<file path="src/rtl/seg_pkg.sv">
package seg_pkg;

  localparam logic [1:0] FLT_NONE = 2'd0;
  localparam logic [1:0] FLT_GP   = 2'd1;
  localparam logic [1:0] FLT_SS   = 2'd2;

  localparam logic [1:0] ACC_WR = 2'd1;
  localparam logic [1:0] ACC_EX = 2'd2;

  localparam logic [2:0] SEL_SS = 3'd2;
  localparam logic [2:0] SEL_FS = 3'd4;
  localparam logic [2:0] SEL_GS = 3'd5;

  // strobes from control to datapath
  typedef struct packed {
    logic capture;    // register a response this cycle
    logic checkLimit; // apply bound check
    logic expandDown; // inverted bounds
    logic wideUpper;  // expand-down ceiling is full width
    logic useWide;    // take the 64-bit base
    logic keepBase;   // add the cached base
    logic genFault;   // permission or unusable fault
    logic stackSel;   // access goes through the stack register
  } ctrl_strobe_t;

endpackage

</file>
<file path="src/rtl/seg_ctrl.sv">
module seg_ctrl
  import seg_pkg::*;
(
  input  logic         reqValid,
  input  logic [2:0]   segSel,
  input  logic [1:0]   accKind,
  input  logic         flatMode,
  input  logic         bigDef,
  input  logic [2:0]   segType,
  input  logic         unusable,
  output ctrl_strobe_t strb
);

  logic codeSeg, rwBit, isWrite, isExec, isRead;
  logic typeFault, threadReg;

  always_comb begin
    codeSeg   = segType[2];
    rwBit     = segType[0];
    isWrite   = (accKind == ACC_WR);
    isExec    = (accKind == ACC_EX);
    isRead    = !isWrite && !isExec;
    threadReg = (segSel == SEL_FS) || (segSel == SEL_GS);

    typeFault = (isWrite && (codeSeg || !rwBit))
              || (isExec && !codeSeg)
              || (isRead && codeSeg && !rwBit);

    strb.capture    = reqValid;
    strb.checkLimit = !flatMode;
    strb.expandDown = !flatMode && !codeSeg && segType[1];
    strb.wideUpper  = bigDef;
    strb.useWide    = flatMode && threadReg;
    strb.keepBase   = !flatMode;
    strb.genFault   = typeFault || (unusable && !flatMode);
    strb.stackSel   = (segSel == SEL_SS);
  end

endmodule

</file>
<file path="src/rtl/seg_dp.sv">
module seg_dp
  import seg_pkg::*;
#(
  parameter int OFF_W   = 32,
  parameter int LIM_W   = 20,
  parameter int GRAN_SH = 12,
  parameter int SMALL_W = 16,
  parameter int WIDE_W  = 64
) (
  input  logic               clk,
  input  logic               rstN,
  input  ctrl_strobe_t       strb,
  input  logic [OFF_W-1:0]   offset,
  input  logic [1:0]         accSize,
  input  logic [OFF_W-1:0]   segBase,
  input  logic [LIM_W-1:0]   segLimit,
  input  logic               gran,
  input  logic [WIDE_W-1:0]  wideBase,
  output logic               rspValid,
  output logic [1:0]         faultClass,
  output logic [WIDE_W-1:0]  linAddr
);

  localparam int SCALED_W = LIM_W + GRAN_SH;
  localparam int EXT_W    = OFF_W + 1;

  logic [SCALED_W-1:0] scaledLim;
  logic [OFF_W-1:0]    effLim, ceilLim, legacySum;
  logic [EXT_W-1:0]    sizeM1, lastByte;
  logic                normOk, edOk, limOk;
  logic [WIDE_W-1:0]   wideSum, addrNext;
  logic [1:0]          faultNext;

  always_comb begin
    case (accSize)
      2'd0:    sizeM1 = EXT_W'(0);
      2'd1:    sizeM1 = EXT_W'(1);
      default: sizeM1 = EXT_W'(3);
    endcase
    lastByte  = {1'b0, offset} + sizeM1;

    scaledLim = {segLimit, {GRAN_SH{1'b1}}};
    effLim    = gran ? OFF_W'(scaledLim) : OFF_W'(segLimit);
    ceilLim   = strb.wideUpper ? {OFF_W{1'b1}} : OFF_W'({SMALL_W{1'b1}});

    normOk = lastByte <= {1'b0, effLim};
    edOk   = (offset > effLim) && (lastByte <= {1'b0, ceilLim});
    limOk  = !strb.checkLimit || (strb.expandDown ? edOk : normOk);

    legacySum = segBase + offset;
    wideSum   = wideBase + WIDE_W'(offset);
    if (strb.useWide)       addrNext = wideSum;
    else if (strb.keepBase) addrNext = WIDE_W'(legacySum);
    else                    addrNext = WIDE_W'(offset);

    if (strb.genFault)  faultNext = FLT_GP;
    else if (!limOk)    faultNext = strb.stackSel ? FLT_SS : FLT_GP;
    else                faultNext = FLT_NONE;
  end

  always_ff @(posedge clk or negedge rstN) begin
    if (!rstN) begin
      rspValid   <= 1'b0;
      faultClass <= FLT_NONE;
      linAddr    <= '0;
    end else begin
      rspValid <= strb.capture;
      if (strb.capture) begin
        faultClass <= faultNext;
        linAddr    <= (faultNext == FLT_NONE) ? addrNext : '0;
      end
    end
  end

endmodule

</file>
<file path="src/rtl/seg_xlate.sv">
module seg_xlate
  import seg_pkg::*;
#(
  parameter int OFF_W   = 32,
  parameter int LIM_W   = 20,
  parameter int GRAN_SH = 12,
  parameter int SMALL_W = 16,
  parameter int WIDE_W  = 64
) (
  input  logic              clk,
  input  logic              rstN,
  input  logic              reqValid,
  input  logic [2:0]        segSel,
  input  logic [OFF_W-1:0]  offset,
  input  logic [1:0]        accSize,
  input  logic [1:0]        accKind,
  input  logic              flatMode,
  input  logic [OFF_W-1:0]  segBase,
  input  logic [LIM_W-1:0]  segLimit,
  input  logic              gran,
  input  logic              bigDef,
  input  logic [2:0]        segType,
  input  logic              unusable,
  input  logic [WIDE_W-1:0] wideBase,
  output logic              rspValid,
  output logic [1:0]        faultClass,
  output logic [WIDE_W-1:0] linAddr
);

  ctrl_strobe_t strb;

  seg_ctrl u_ctrl (
    .reqValid (reqValid),
    .segSel   (segSel),
    .accKind  (accKind),
    .flatMode (flatMode),
    .bigDef   (bigDef),
    .segType  (segType),
    .unusable (unusable),
    .strb     (strb)
  );

  seg_dp #(
    .OFF_W   (OFF_W),
    .LIM_W   (LIM_W),
    .GRAN_SH (GRAN_SH),
    .SMALL_W (SMALL_W),
    .WIDE_W  (WIDE_W)
  ) u_dp (
    .clk        (clk),
    .rstN       (rstN),
    .strb       (strb),
    .offset     (offset),
    .accSize    (accSize),
    .segBase    (segBase),
    .segLimit   (segLimit),
    .gran       (gran),
    .wideBase   (wideBase),
    .rspValid   (rspValid),
    .faultClass (faultClass),
    .linAddr    (linAddr)
  );

endmodule

</file>
<file path="config.mk">
export PLATFORM = sky130hd
export DESIGN_NAME = seg_xlate
export DESIGN_NICKNAME = d
export VERILOG_FILES = /design/src/rtl/seg_pkg.sv /design/src/rtl/seg_ctrl.sv /design/src/rtl/seg_dp.sv /design/src/rtl/seg_xlate.sv
export SDC_FILE = /design/constraint.sdc
export NUM_CORES = 1
export LEC_CHECK = 0
export BUFFER_PORTS_ARGS = -buffer_cell sky130_fd_sc_hd__buf_2
export CORE_ASPECT_RATIO = 1.1
export CORE_MARGIN = 2
export CORE_UTILIZATION = 35
export DETAILED_ROUTE_END_ITERATION = 12
export SYNTH_ARGS = -nofsm -noshare
export SYNTH_HDL_FRONTEND = slang
export SYNTH_SLANG_ARGS = --single-unit
</file>
<file path="constraint.sdc">
create_clock -name clk -period 2.67 [get_ports clk]
set_input_delay 0.801 -clock clk [delete_from_list [all_inputs] [get_ports clk]]
set_output_delay 0.801 -clock clk [all_outputs]
set_load 0.01 [all_outputs]
</file>
# [After elaboration in Yosys (flattened, before gate mapping)]
# Index checks and enable logic that the tools add are counted.
[word_totals] regBits=67 word_cells=48 input_bits=165
[classes] n_lt_le_gt_ge=3 add_sub_neg=3 n_eq_ne=6 reduce_logical=23 mux=10
[op_table] op="64-bit two-way mux" n=2
[op_table] op="32-bit two-way mux" n=3
[op_table] op="33-bit by 32-bit <= comparator with 1-bit output" n=2
[op_table] op="64-bit by 32-bit adder with 64-bit output" n=1
[op_table] op="32-bit by 2-bit adder with 33-bit output" n=1
[op_table] op="32-bit adder" n=1
[op_table] op="32-bit greater-than comparator" n=1
[op_table] op="1-bit logical AND" n=10
[op_table] op="3-bit == test (second input constant)" n=2
[op_table] op="1-bit logical OR" n=6
[op_table] op="2-bit two-way mux" n=3
[op_table] op="1-bit zero test" n=5
[op_table] op="2-bit by 1-bit == test with 1-bit output (second input constant)" n=2
[op_table] op="2-bit zero test" n=2
[op_table] op="2-bit one-hot mux with 2 select lines" n=1
[op_table] op="3-bit by 2-bit == test with 1-bit output (second input constant)" n=1
[op_table] op="2-bit == test (second input constant)" n=1
[op_table] op="1-bit two-way mux" n=1

# [Logic depth before layout (Yosys ltp)]
# Gate-level depths: netlist (run 1).
[depth] word_depth=11 depth_mapped=20 depth_no_buf=19

# [Hierarchy]
# Synthesis (run 1) repeated with hierarchy kept, for this count alone.
[unflattened] hier_cells=1203 hier_area_um2=9765.6
[modules_own_cells] mod="seg_dp" area_each_um2=9656.8 cells_per_inst=1187 n_inst=1
[modules_own_cells] mod="seg_ctrl" area_each_um2=108.9 cells_per_inst=16 n_inst=1

# [Worst setup path before layout (run 1)]
# Ideal clock, no wire load.
[synth_timing] path_type="input -> register" from="in accSize[1]" to="reg u_dp.linAddr[12]" arrival_time_ns=4.900 setup_time_ns=0.078 path_buffers=1 path_stages=20 required_time_ns=2.592 path_slack_ns=-2.308 cell_sequence="or2_2 ha_1 inv_1 fa_1 nand2b_1 nor4_1 nand4_1 nand2b_1 xnor2_1 ha_1 nand4_1 or4_1 a2111oi_0 o2111ai_1 o22ai_1 a221oi_2 nor2_4 nand2_1 buf_4 o2bb2ai_1"
[synth_via] elab_chain_len=11
[synth_lines] item="from (decl)" line="seg_xlate.sv:15" text="input logic [1:0] accSize,"
[synth_lines] item="2-bit by 1-bit == test with 1-bit output / 2-bit zero test (equally long branches)" line="seg_dp.sv:35" text="case (accSize)"
[synth_lines] item="2-bit one-hot mux with 2 select lines (*)" line="seg_dp.sv:35"
[synth_lines] item="32-bit by 2-bit adder with 33-bit output (*)" line="seg_dp.sv:40" text="lastByte = {1'b0, offset} + sizeM1;"
[synth_lines] item="33-bit by 32-bit <= comparator with 1-bit output" line="seg_dp.sv:47" text="edOk = (offset > effLim) && (lastByte <= {1'b0, ceilLim});"
[synth_lines] item="1-bit logical AND" line="seg_dp.sv:47"
[synth_lines] item="1-bit two-way mux (*)" line="seg_dp.sv:48" text="limOk = !strb.checkLimit || (strb.expandDown ? edOk : normOk);"
[synth_lines] item="1-bit logical OR (*)" line="seg_dp.sv:48"
[synth_lines] item="2-bit two-way mux (*)" line="seg_dp.sv:57" text="else if (!limOk) faultNext = strb.stackSel ? FLT_SS : FLT_GP;"
[synth_lines] item="2-bit two-way mux (*)" line="seg_dp.sv:56" text="if (strb.genFault) faultNext = FLT_GP;"
[synth_lines] item="2-bit zero test (*)" line="seg_dp.sv:70" text="linAddr <= (faultNext == FLT_NONE) ? addrNext : '0;"
[synth_lines] item="64-bit two-way mux (*)" line="seg_dp.sv:70"
[synth_lines] item="to (signal assigned)" line="seg_dp.sv:70"
[synth_lines] item="to (decl)" line="seg_dp.sv:21" text="output logic [WIDE_W-1:0] linAddr"
# Every way passes the cells marked *; elsewhere a longest branch is shown, timed or not.
# A chain may end at the register's enable or synchronous reset.

# [Final worst setup path (run 1)]
[layout_timing] from="in offset[1]" to="reg u_dp.linAddr[17]"
[layout_via] elab_chain_len=9
[layout_lines] item="from (decl)" line="seg_xlate.sv:14" text="input logic [OFF_W-1:0] offset,"
[layout_lines] item="32-bit by 2-bit adder with 33-bit output" line="seg_dp.sv:40"
[layout_lines] item="33-bit by 32-bit <= comparator with 1-bit output" line="seg_dp.sv:47"
[layout_lines] item="1-bit logical AND" line="seg_dp.sv:47"
[layout_lines] item="1-bit two-way mux" line="seg_dp.sv:48"
[layout_lines] item="1-bit logical OR" line="seg_dp.sv:48"
[layout_lines] item="2-bit two-way mux" line="seg_dp.sv:57"
[layout_lines] item="2-bit two-way mux" line="seg_dp.sv:56"
[layout_lines] item="2-bit zero test" line="seg_dp.sv:70"
[layout_lines] item="64-bit two-way mux (*)" line="seg_dp.sv:70"
# Marks and branches as above.

==> flow_metrics.env, run 1 <==
export IMPL_status="finished with violations"
export IMPL_violations="negative setup slack"
export IMPL_synth_area_leaders="ha_1 (19%), dfrtp_1 (17%), xnor2_1 (5.8%)"
export IMPL_p_per_area_nw_per_um2=344.1
export IMPL_fin_ws_ns=-1.829
export IMPL_antenna_found_initial=6
export IMPL_synth_cell_types=75
export IMPL_wirelength_um=40680
export IMPL_arrival_ns=4.75
export IMPL_yosys_area_top_type_share_pct=18.74
export IMPL_ctsLongestPathBuffers=2
export IMPL_die_w_um=163.7
export IMPL_tightest_slew_ns=0.6481
export IMPL_period_share_pct=168.5
export IMPL_hp_class="in -> async"
export IMPL_cts_made_buffers=9
export IMPL_synth_seq_cells=67
export IMPL_grt_pass1_vias=12190
export IMPL_gr_usage_all_layers_pct=27.32
export IMPL_detail_route_antenna_nets=0
export IMPL_cp_end_kind="register"
export IMPL_rsz0062_at_grt="yes"
export IMPL_gp_congestion=0.9905
export IMPL_synth_top_cell_by_area="ha_1"
export IMPL_vias_per_cell=5.528
export IMPL_io_pins=232
export IMPL_final_area_um2=15560
export IMPL_holdWs_ns=0.4191
export IMPL_place_area_um2=14420
export IMPL_h_tree_depth=3
export IMPL_cts_hold_buf=0
export IMPL_core_rowCount=64
export IMPL_route_detailed_drc=0
export IMPL_clk_pin_slew_ns=0.06
export IMPL_layout_commonest_cell="buf_4"
export IMPL_fp_dieArea_um2=29400
export IMPL_drv_slew=0
export IMPL_final_nets=2126
export IMPL_cts_root_buffer="clkbuf_16"
export IMPL_grt_start_max_net_pins=48
export IMPL_maxSlewHeadroom_pct=56.79
export IMPL_synth_edf_count=0
export IMPL_drv_cap=0
export IMPL_dieHeight_um=179.6
export IMPL_syn_inst=1229
export IMPL_grt_pass1_wl_um=63860
export IMPL_finClkSkew_ns=0
export IMPL_critPathKind="in -> reg"
export IMPL_ys_warn_count=0
export IMPL_initial_core_util_pct=35.43
export IMPL_clk_latency_ns=0.34
export IMPL_coreArea_um2=27710
export IMPL_max_freq_ghz=0.2223
export IMPL_first_pass_iters=5
export IMPL_ys_seq_area_share_pct=17.08
export IMPL_async_reset_ff_share_pct=100.0
export IMPL_synth_area_um2=9816
export IMPL_portBuffers=231
export IMPL_start_kind="primary input"
export IMPL_syn_to_final_growth_pct=58.50
export IMPL_crit_fanout=8
export IMPL_yosys_most_used_dff="dfrtp_1"
export IMPL_vdd_drop_max_mv=0.3685
export IMPL_layout_drive_gt1_share_pct=40.97
export IMPL_grt_ovfl_total=0
export IMPL_wl_per_cell_um=18.64
export IMPL_avgSynthCellArea_um2=7.987
export IMPL_power_mw=5.353
export IMPL_cts_tree="yes"
export IMPL_setup_viol=66
export IMPL_p_leak_nw=7.775
export IMPL_min_period_ns=4.499
export IMPL_synth_nets=1544
export IMPL_hpwl_um=33310
export IMPL_clock_sinks=67
export IMPL_crit_required_ns=2.92
export IMPL_drt_iter0_drc=816
export IMPL_final_cell_mix="buf_4 (356), buf_2 (226), ha_1 (133)"
export IMPL_finalHoldViolations=0
export IMPL_vias=12070
## final timing paths
path,startpoint,to,slack (ns),cells past startpoint
worst max-delay path,offset[1],u_dp.linAddr[17],-1.83,19
worst min-delay path,rstN,u_dp.linAddr[50],0.42,1
worst max register to register,u_dp.linAddr[43],u_dp.linAddr[43],1.56,2
worst min register to register,u_dp.linAddr[14],u_dp.linAddr[14],0.49,1
max in group asynchronous,rstN,u_dp.linAddr[7],1.60,2
min in group clk,u_dp.linAddr[14],u_dp.linAddr[14],0.49,1
## sequential cells by signal (all words and copies together), names as in the netlist
register and cells:
u_dp.linAddr 64, u_dp.faultClass 2, u_dp.rspValid 1
## timing repair
action / in CTS / in global routing
cloned: 1 / 0
pin swaps: 52 / 35
setup endpoints to repair: 66 / 66
buffers inserted: 16 / 12
gates resized for setup: 52 / 43
## metrics by stage
stage | setup slack [ns] | util (%) | cells | TNS, ns
4_1_cts | -1.821 | 54.83 | 2167 | -77.56
6_report | -1.829 | 56.15 | 2183 | -77.75
2_1_floorplan | -1.791 | - | 1229 | -73.14
3_3_place_gp | -2.129 | 52.06 | 2135 | -101.08
3_5_place_dp | -2.229 | 52.06 | 2135 | -104.98
5_1_grt | -2.014 | 56.15 | 2183 | -87.21
## power by group
part	switching [mW]	total [mW]	internal [mW]
Sequential	0.0663	1.15	1.09
Clock	0.485	1.42	0.939
Combinational	1.41	2.78	1.37
## metal layers
| metal | vias up | track usage [%] | wire length (µm) |
|---|---|---|---|
| li1 | 5859 | - | - |
| met1 | 5706 | 36.69 | 17970 |
| met2 | 422 | 44.62 | 18760 |
| met3 | 79 | 4.015 | 2642 |
| met4 | 2 | 9.263 | 1302 |
| met5 | - | 0 | 15 |
## layout make-up
class                           count  area (µm²)
Antenna cell                        4       10.01
Sequential cell                    67        1677
Clock buffer                       12       246.5
Multi-Input combinational cell   1072        8617
Fill cell                        2565       12150
Timing Repair Buffer              615        4283
Tap cell                          363       454.2
Clock inverter                      4       97.59
Inverter                           46       172.7
## Yosys cell counts (15+ instances only)
cell type	instances
ha_1	147
nand2_1	126
a21oi_1	82
dfrtp_1	67
xnor2_1	65
nor2_1	63
o21ai_0	59
nand3_1	49
inv_1	45
a21o_1	42
clkbuf_1	36
xor2_1	33
and3_1	32
nor3_1	29
a22o_1	27
nand4_1	27
o211ai_1	21
nor4_1	18
a31oi_1	17
mux2i_1	17
o21a_1	15
## cells by family (layout without fill, tap and decap cells)
family	count (synthesis)	in the layout	synth area share [%]
other	0	4	0
AOI/OAI and AO/OA	384	384	27.42
adders and majority gates	150	150	19.35
buffers and inverters	90	677	3.569
and+or+nand+nor	421	421	21.87
muxes	19	19	1.963
DFF	67	67	17.08
xor gates and xnor gates	98	98	8.744
## worst max-delay path, stage by stage
cell       delay, ns
buf_2           0.13
ha_1            0.30
a21oi_2         0.08
nand2b_1        0.17
nor4_1          0.27
buf_4           0.17
and4_4          0.25
nand4_1         0.11
xnor2_1         0.17
ha_1            0.32
nand4_1         0.16
or4_4           0.46
a2111oi_4       0.21
o2111ai_2       0.16
o22ai_2         0.19
a221oi_4        0.12
nor2_4          0.21
nand2_4         0.15
o32ai_2         0.30
Note: power is estimated with default switching activity, not from simulation.
==> inputs of run 2 (changes only) <==
Settings changed: CORE_UTILIZATION 35 to 61, PLACE_DENSITY from default to 0.89.
==> run 2 against run 1 <==
Compared with the run above:
- the flow now stops in 5_1_grt
- area after synthesis unchanged
- synthesized cell count unchanged
==> flow_metrics.env, run 2 <==
export IMPL_avgSynthCellArea_um2=7.987
export IMPL_dieHeight_um=137.0
export IMPL_cts_root_buffer="clkbuf_16"
export IMPL_status="aborted with a tool error"
export IMPL_dp_cells=1948
export IMPL_post_place_ws_ns=-2.496
export IMPL_synth_cell_types=75
export IMPL_grt_pass1_wl_um=127200
export IMPL_ys_seq_area_share_pct=17.08
export IMPL_synth_seq_cells=67
export IMPL_hpwl_um=38450
export IMPL_synth_edf_count=0
export IMPL_gp_congestion=1.083
export IMPL_portBuffers=231
export IMPL_die_w_um=124.9
export IMPL_yosys_most_used_dff="dfrtp_1"
export IMPL_ctsLongestPathBuffers=2
export IMPL_yosys_area_top_type_share_pct=18.74
export IMPL_grt_ovfl_total=796
export IMPL_synth_area_um2=9816
export IMPL_synth_top_cell_by_area="ha_1"
export IMPL_synth_area_leaders="ha_1 (19%), dfrtp_1 (17%), xnor2_1 (5.8%)"
export IMPL_gr_usage_all_layers_pct=94.53
export IMPL_h_tree_depth=3
export IMPL_grt_pass1_vias=19920
export IMPL_cts_hold_buf=0
export IMPL_cts_made_buffers=9
export IMPL_stop_stage="5_1_grt"
export IMPL_synth_nets=1544
export IMPL_io_pins=232
export IMPL_async_reset_ff_share_pct=100.0
export IMPL_tool_error="[ERROR GRT-0116] Global routing finished with congestion. Check the congestion regions in the DRC Viewer."
export IMPL_synthTopCellsByCount="ha_1 (147), nand2_1 (126), a21oi_1 (82)"
export IMPL_core_rowCount=48
export IMPL_synth_most_common_cell="ha_1"
export IMPL_syn_inst=1229
export IMPL_ys_warn_count=0
export IMPL_grt_start_max_net_pins=48
export IMPL_clock_sinks=67
export IMPL_initial_core_util_pct=62.38
[run 2: cell families after synthesis]
family                   count (synthesis)  share of synthesized area [%]
XOR/XNOR                                98                          8.744
buffers and inverters                   90                          3.569
multiplexers                            19                          1.963
AO/OA/AOI/OAI                          384                          27.42
AND/OR/NAND/NOR                        421                          21.87
flip-flops                              67                          17.08
adder cells (fa/ha/maj)                150                          19.35
[run 2: layer usage]
metal | GRT usage (%) | overflow
met1 | 86.99 | 9
met2 | 114.5 | 536
met3 | 79.36 | 16
met4 | 106.6 | 234
met5 | 48.53 | 1
[run 2: metrics by stage]
step | instance area (µm²) | TNS [ns]
3_3_place_gp | 14040 | -98.97
3_5_place_dp | 14040 | -113.82
4_1_cts | 14830 | -86.62
2_1_floorplan | 10280 | -73.14
[run 2: timing repair]
| item | in CTS |
|---|---|
| cloned | 2 |
| endpoints found under the setup margin | 66 |
| resized for setup | 68 |
| pin swaps | 31 |
| setup buffers | 19 |
==> inputs of run 3 (changes only) <==
Settings changed: CORE_ASPECT_RATIO 1.1 to default, CORE_UTILIZATION 61 to 40, PLACE_DENSITY 0.89 to default, PLACE_DENSITY_LB_ADDON from default to 0.15.
==> run 3 against run 2 <==
Compared with the run above:
- the flow now finishes, with violations (negative setup slack)
==> flow_metrics.env, run 3 (synthesis results as in run 1) <==
export IMPL_grt_ovfl_total=0
export IMPL_first_pass_iters=5
export IMPL_fin_ws_ns=-1.810
export IMPL_min_period_ns=4.480
export IMPL_syn_to_final_growth_pct=55.59
export IMPL_fin_cells=2131
export IMPL_cts_root_buffer="clkbuf_16"
export IMPL_violations="negative setup slack"
export IMPL_fin_setup_tns_ns=-74.74
export IMPL_start_kind="primary input"
export IMPL_h_tree_depth=3
export IMPL_hp_class="in -> async"
export IMPL_tightest_slew_ns=0.6145
export IMPL_drv_slew=0
export IMPL_portBuffers=231
export IMPL_hpwl_um=32630
export IMPL_io_pins=232
export IMPL_clock_sinks=67
export IMPL_status="finished with violations"
export IMPL_wl_per_cell_um=18.72
export IMPL_finalHoldViolations=0
export IMPL_layout_drive_gt1_share_pct=40.56
export IMPL_clk_pin_slew_ns=0.07
export IMPL_cts_tree="yes"
export IMPL_crit_required_ns=2.94
export IMPL_die_w_um=160.7
export IMPL_period_share_pct=167.8
export IMPL_wirelength_um=39890
export IMPL_crit_fanout=5
export IMPL_arrival_ns=4.75
export IMPL_diodes=0
export IMPL_grt_start_max_net_pins=55
export IMPL_maxSlewHeadroom_pct=58.68
export IMPL_route_detailed_drc=0
export IMPL_critPathKind="in -> reg"
export IMPL_layout_commonest_cell="buf_4"
export IMPL_dieHeight_um=160.7
export IMPL_rsz0062_at_grt="yes"
export IMPL_top_regs="u_dp.linAddr: 64 flops, u_dp.faultClass: 2 flops, u_dp.rspValid: 1 flops"
export IMPL_antenna_found_initial=0
export IMPL_core_rowCount=57
export IMPL_grt_pass1_vias=11800
export IMPL_detail_route_antenna_nets=0
export IMPL_fillerInstances=2125
export IMPL_max_freq_ghz=0.2232
export IMPL_gr_usage_all_layers_pct=30.77
export IMPL_finClkSkew_ns=0
export IMPL_top_register="u_dp.linAddr"
export IMPL_fp_dieArea_um2=25810
export IMPL_p_leak_nw=7.685
export IMPL_cp_end_kind="register"
export IMPL_final_nets=2118
export IMPL_power_mw=5.306
export IMPL_drv_cap=0
export IMPL_dp_cells=2095
export IMPL_cts_hold_buf=0
export IMPL_cts_made_buffers=9
export IMPL_clk_latency_ns=0.34
export IMPL_setup_viol=66
export IMPL_final_cell_mix="buf_4 (347), buf_2 (226), ha_1 (138)"
export IMPL_initial_core_util_pct=40.60
export IMPL_ctsLongestPathBuffers=2
export IMPL_p_per_area_nw_per_um2=347.4
export IMPL_holdWs_ns=0.3727
export IMPL_vias_per_cell=5.653
export IMPL_grt_pass1_wl_um=62710
export IMPL_coreArea_um2=24180
export IMPL_largest_register_ffs=64
export IMPL_vdd_drop_max_mv=0.2885
export IMPL_gp_congestion=0.9393
export IMPL_vias=12050
export IMPL_drt_iter0_drc=957
==> run 3: area by class of cell <==
type	instances	area (µm²)	area share, %
Multi-Input combinational cell	1073	8498	55.64
Timing Repair Buffer	606	4179	27.36
Sequential cell	67	1677	10.98
Tap cell	324	405.4	2.654
Clock buffer	9	225.2	1.475
Inverter	46	172.7	1.131
Clock inverter	6	115.1	0.7537
==> run 3: where the power goes <==
group	switching (mW)	internal (mW)
clock	0.520	0.911
combinational	1.40	1.33
sequential	0.0589	1.09
==> run 3: through the flow <==
step | utilization (%) | instance area (µm²) | setup WS (ns)
after floorplan | - | 10280 | -1.791
after global placement | 59.49 | 14380 | -2.242
after detailed placement | 59.49 | 14380 | -2.362
after CTS | 62.82 | 15190 | -1.810
after global routing | 63.17 | 15270 | -2.002
final | 63.17 | 15270 | -1.810
==> run 3: path summary, 6_finish.rpt <==
path / slack [ns] / from / to / cells past startpoint
setup / recovery: -1.81 / accSize[1] / u_dp.linAddr[19] / 23
hold / removal: 0.37 / rstN / u_dp.linAddr[3] / 1
setup reg to reg: 1.67 / u_dp.linAddr[43] / u_dp.linAddr[43] / 2
hold reg to reg: 0.49 / u_dp.linAddr[13] / u_dp.linAddr[13] / 1
max in group asynchronous: 1.71 / rstN / u_dp.linAddr[54] / 2
min in group clk: 0.49 / u_dp.linAddr[13] / u_dp.linAddr[13] / 1
==> run 3: repair_timing <==
item / CTS / global route
pin swaps: 54 / 9
buffers inserted: 22 / 3
resized for setup: 70 / 10
setup endpoints to repair: 66 / 66
cloned: 2 / 0
==> run 3: critical path, stage by stage <==
cell and delay (ns):
buf_6 0.07, or2_4 0.11, ha_4 0.13, inv_2 0.03, fa_2 0.33, nand2b_4 0.17, nor4_4 0.17, nand4_1 0.15
buf_6 0.16, nand2b_4 0.14, xnor2_2 0.13, ha_1 0.32, nand3_2 0.09, or4_4 0.50, a2111oi_4 0.19, o2111ai_1 0.15
o22ai_1 0.16, a221oi_2 0.09, buf_4 0.18, nor2_4 0.17, buf_6 0.14, nand2_4 0.08, o32ai_2 0.28
==> run 3: per-layer routing <==
metal	up-vias	share of wire [%]	GRT usage, %
met3	69	6.9	5.449
li1	5840	-	-
met5	-	0	0
met4	0	3.3	10.85
met2	423	45	49.10
met1	5715	45	41.88
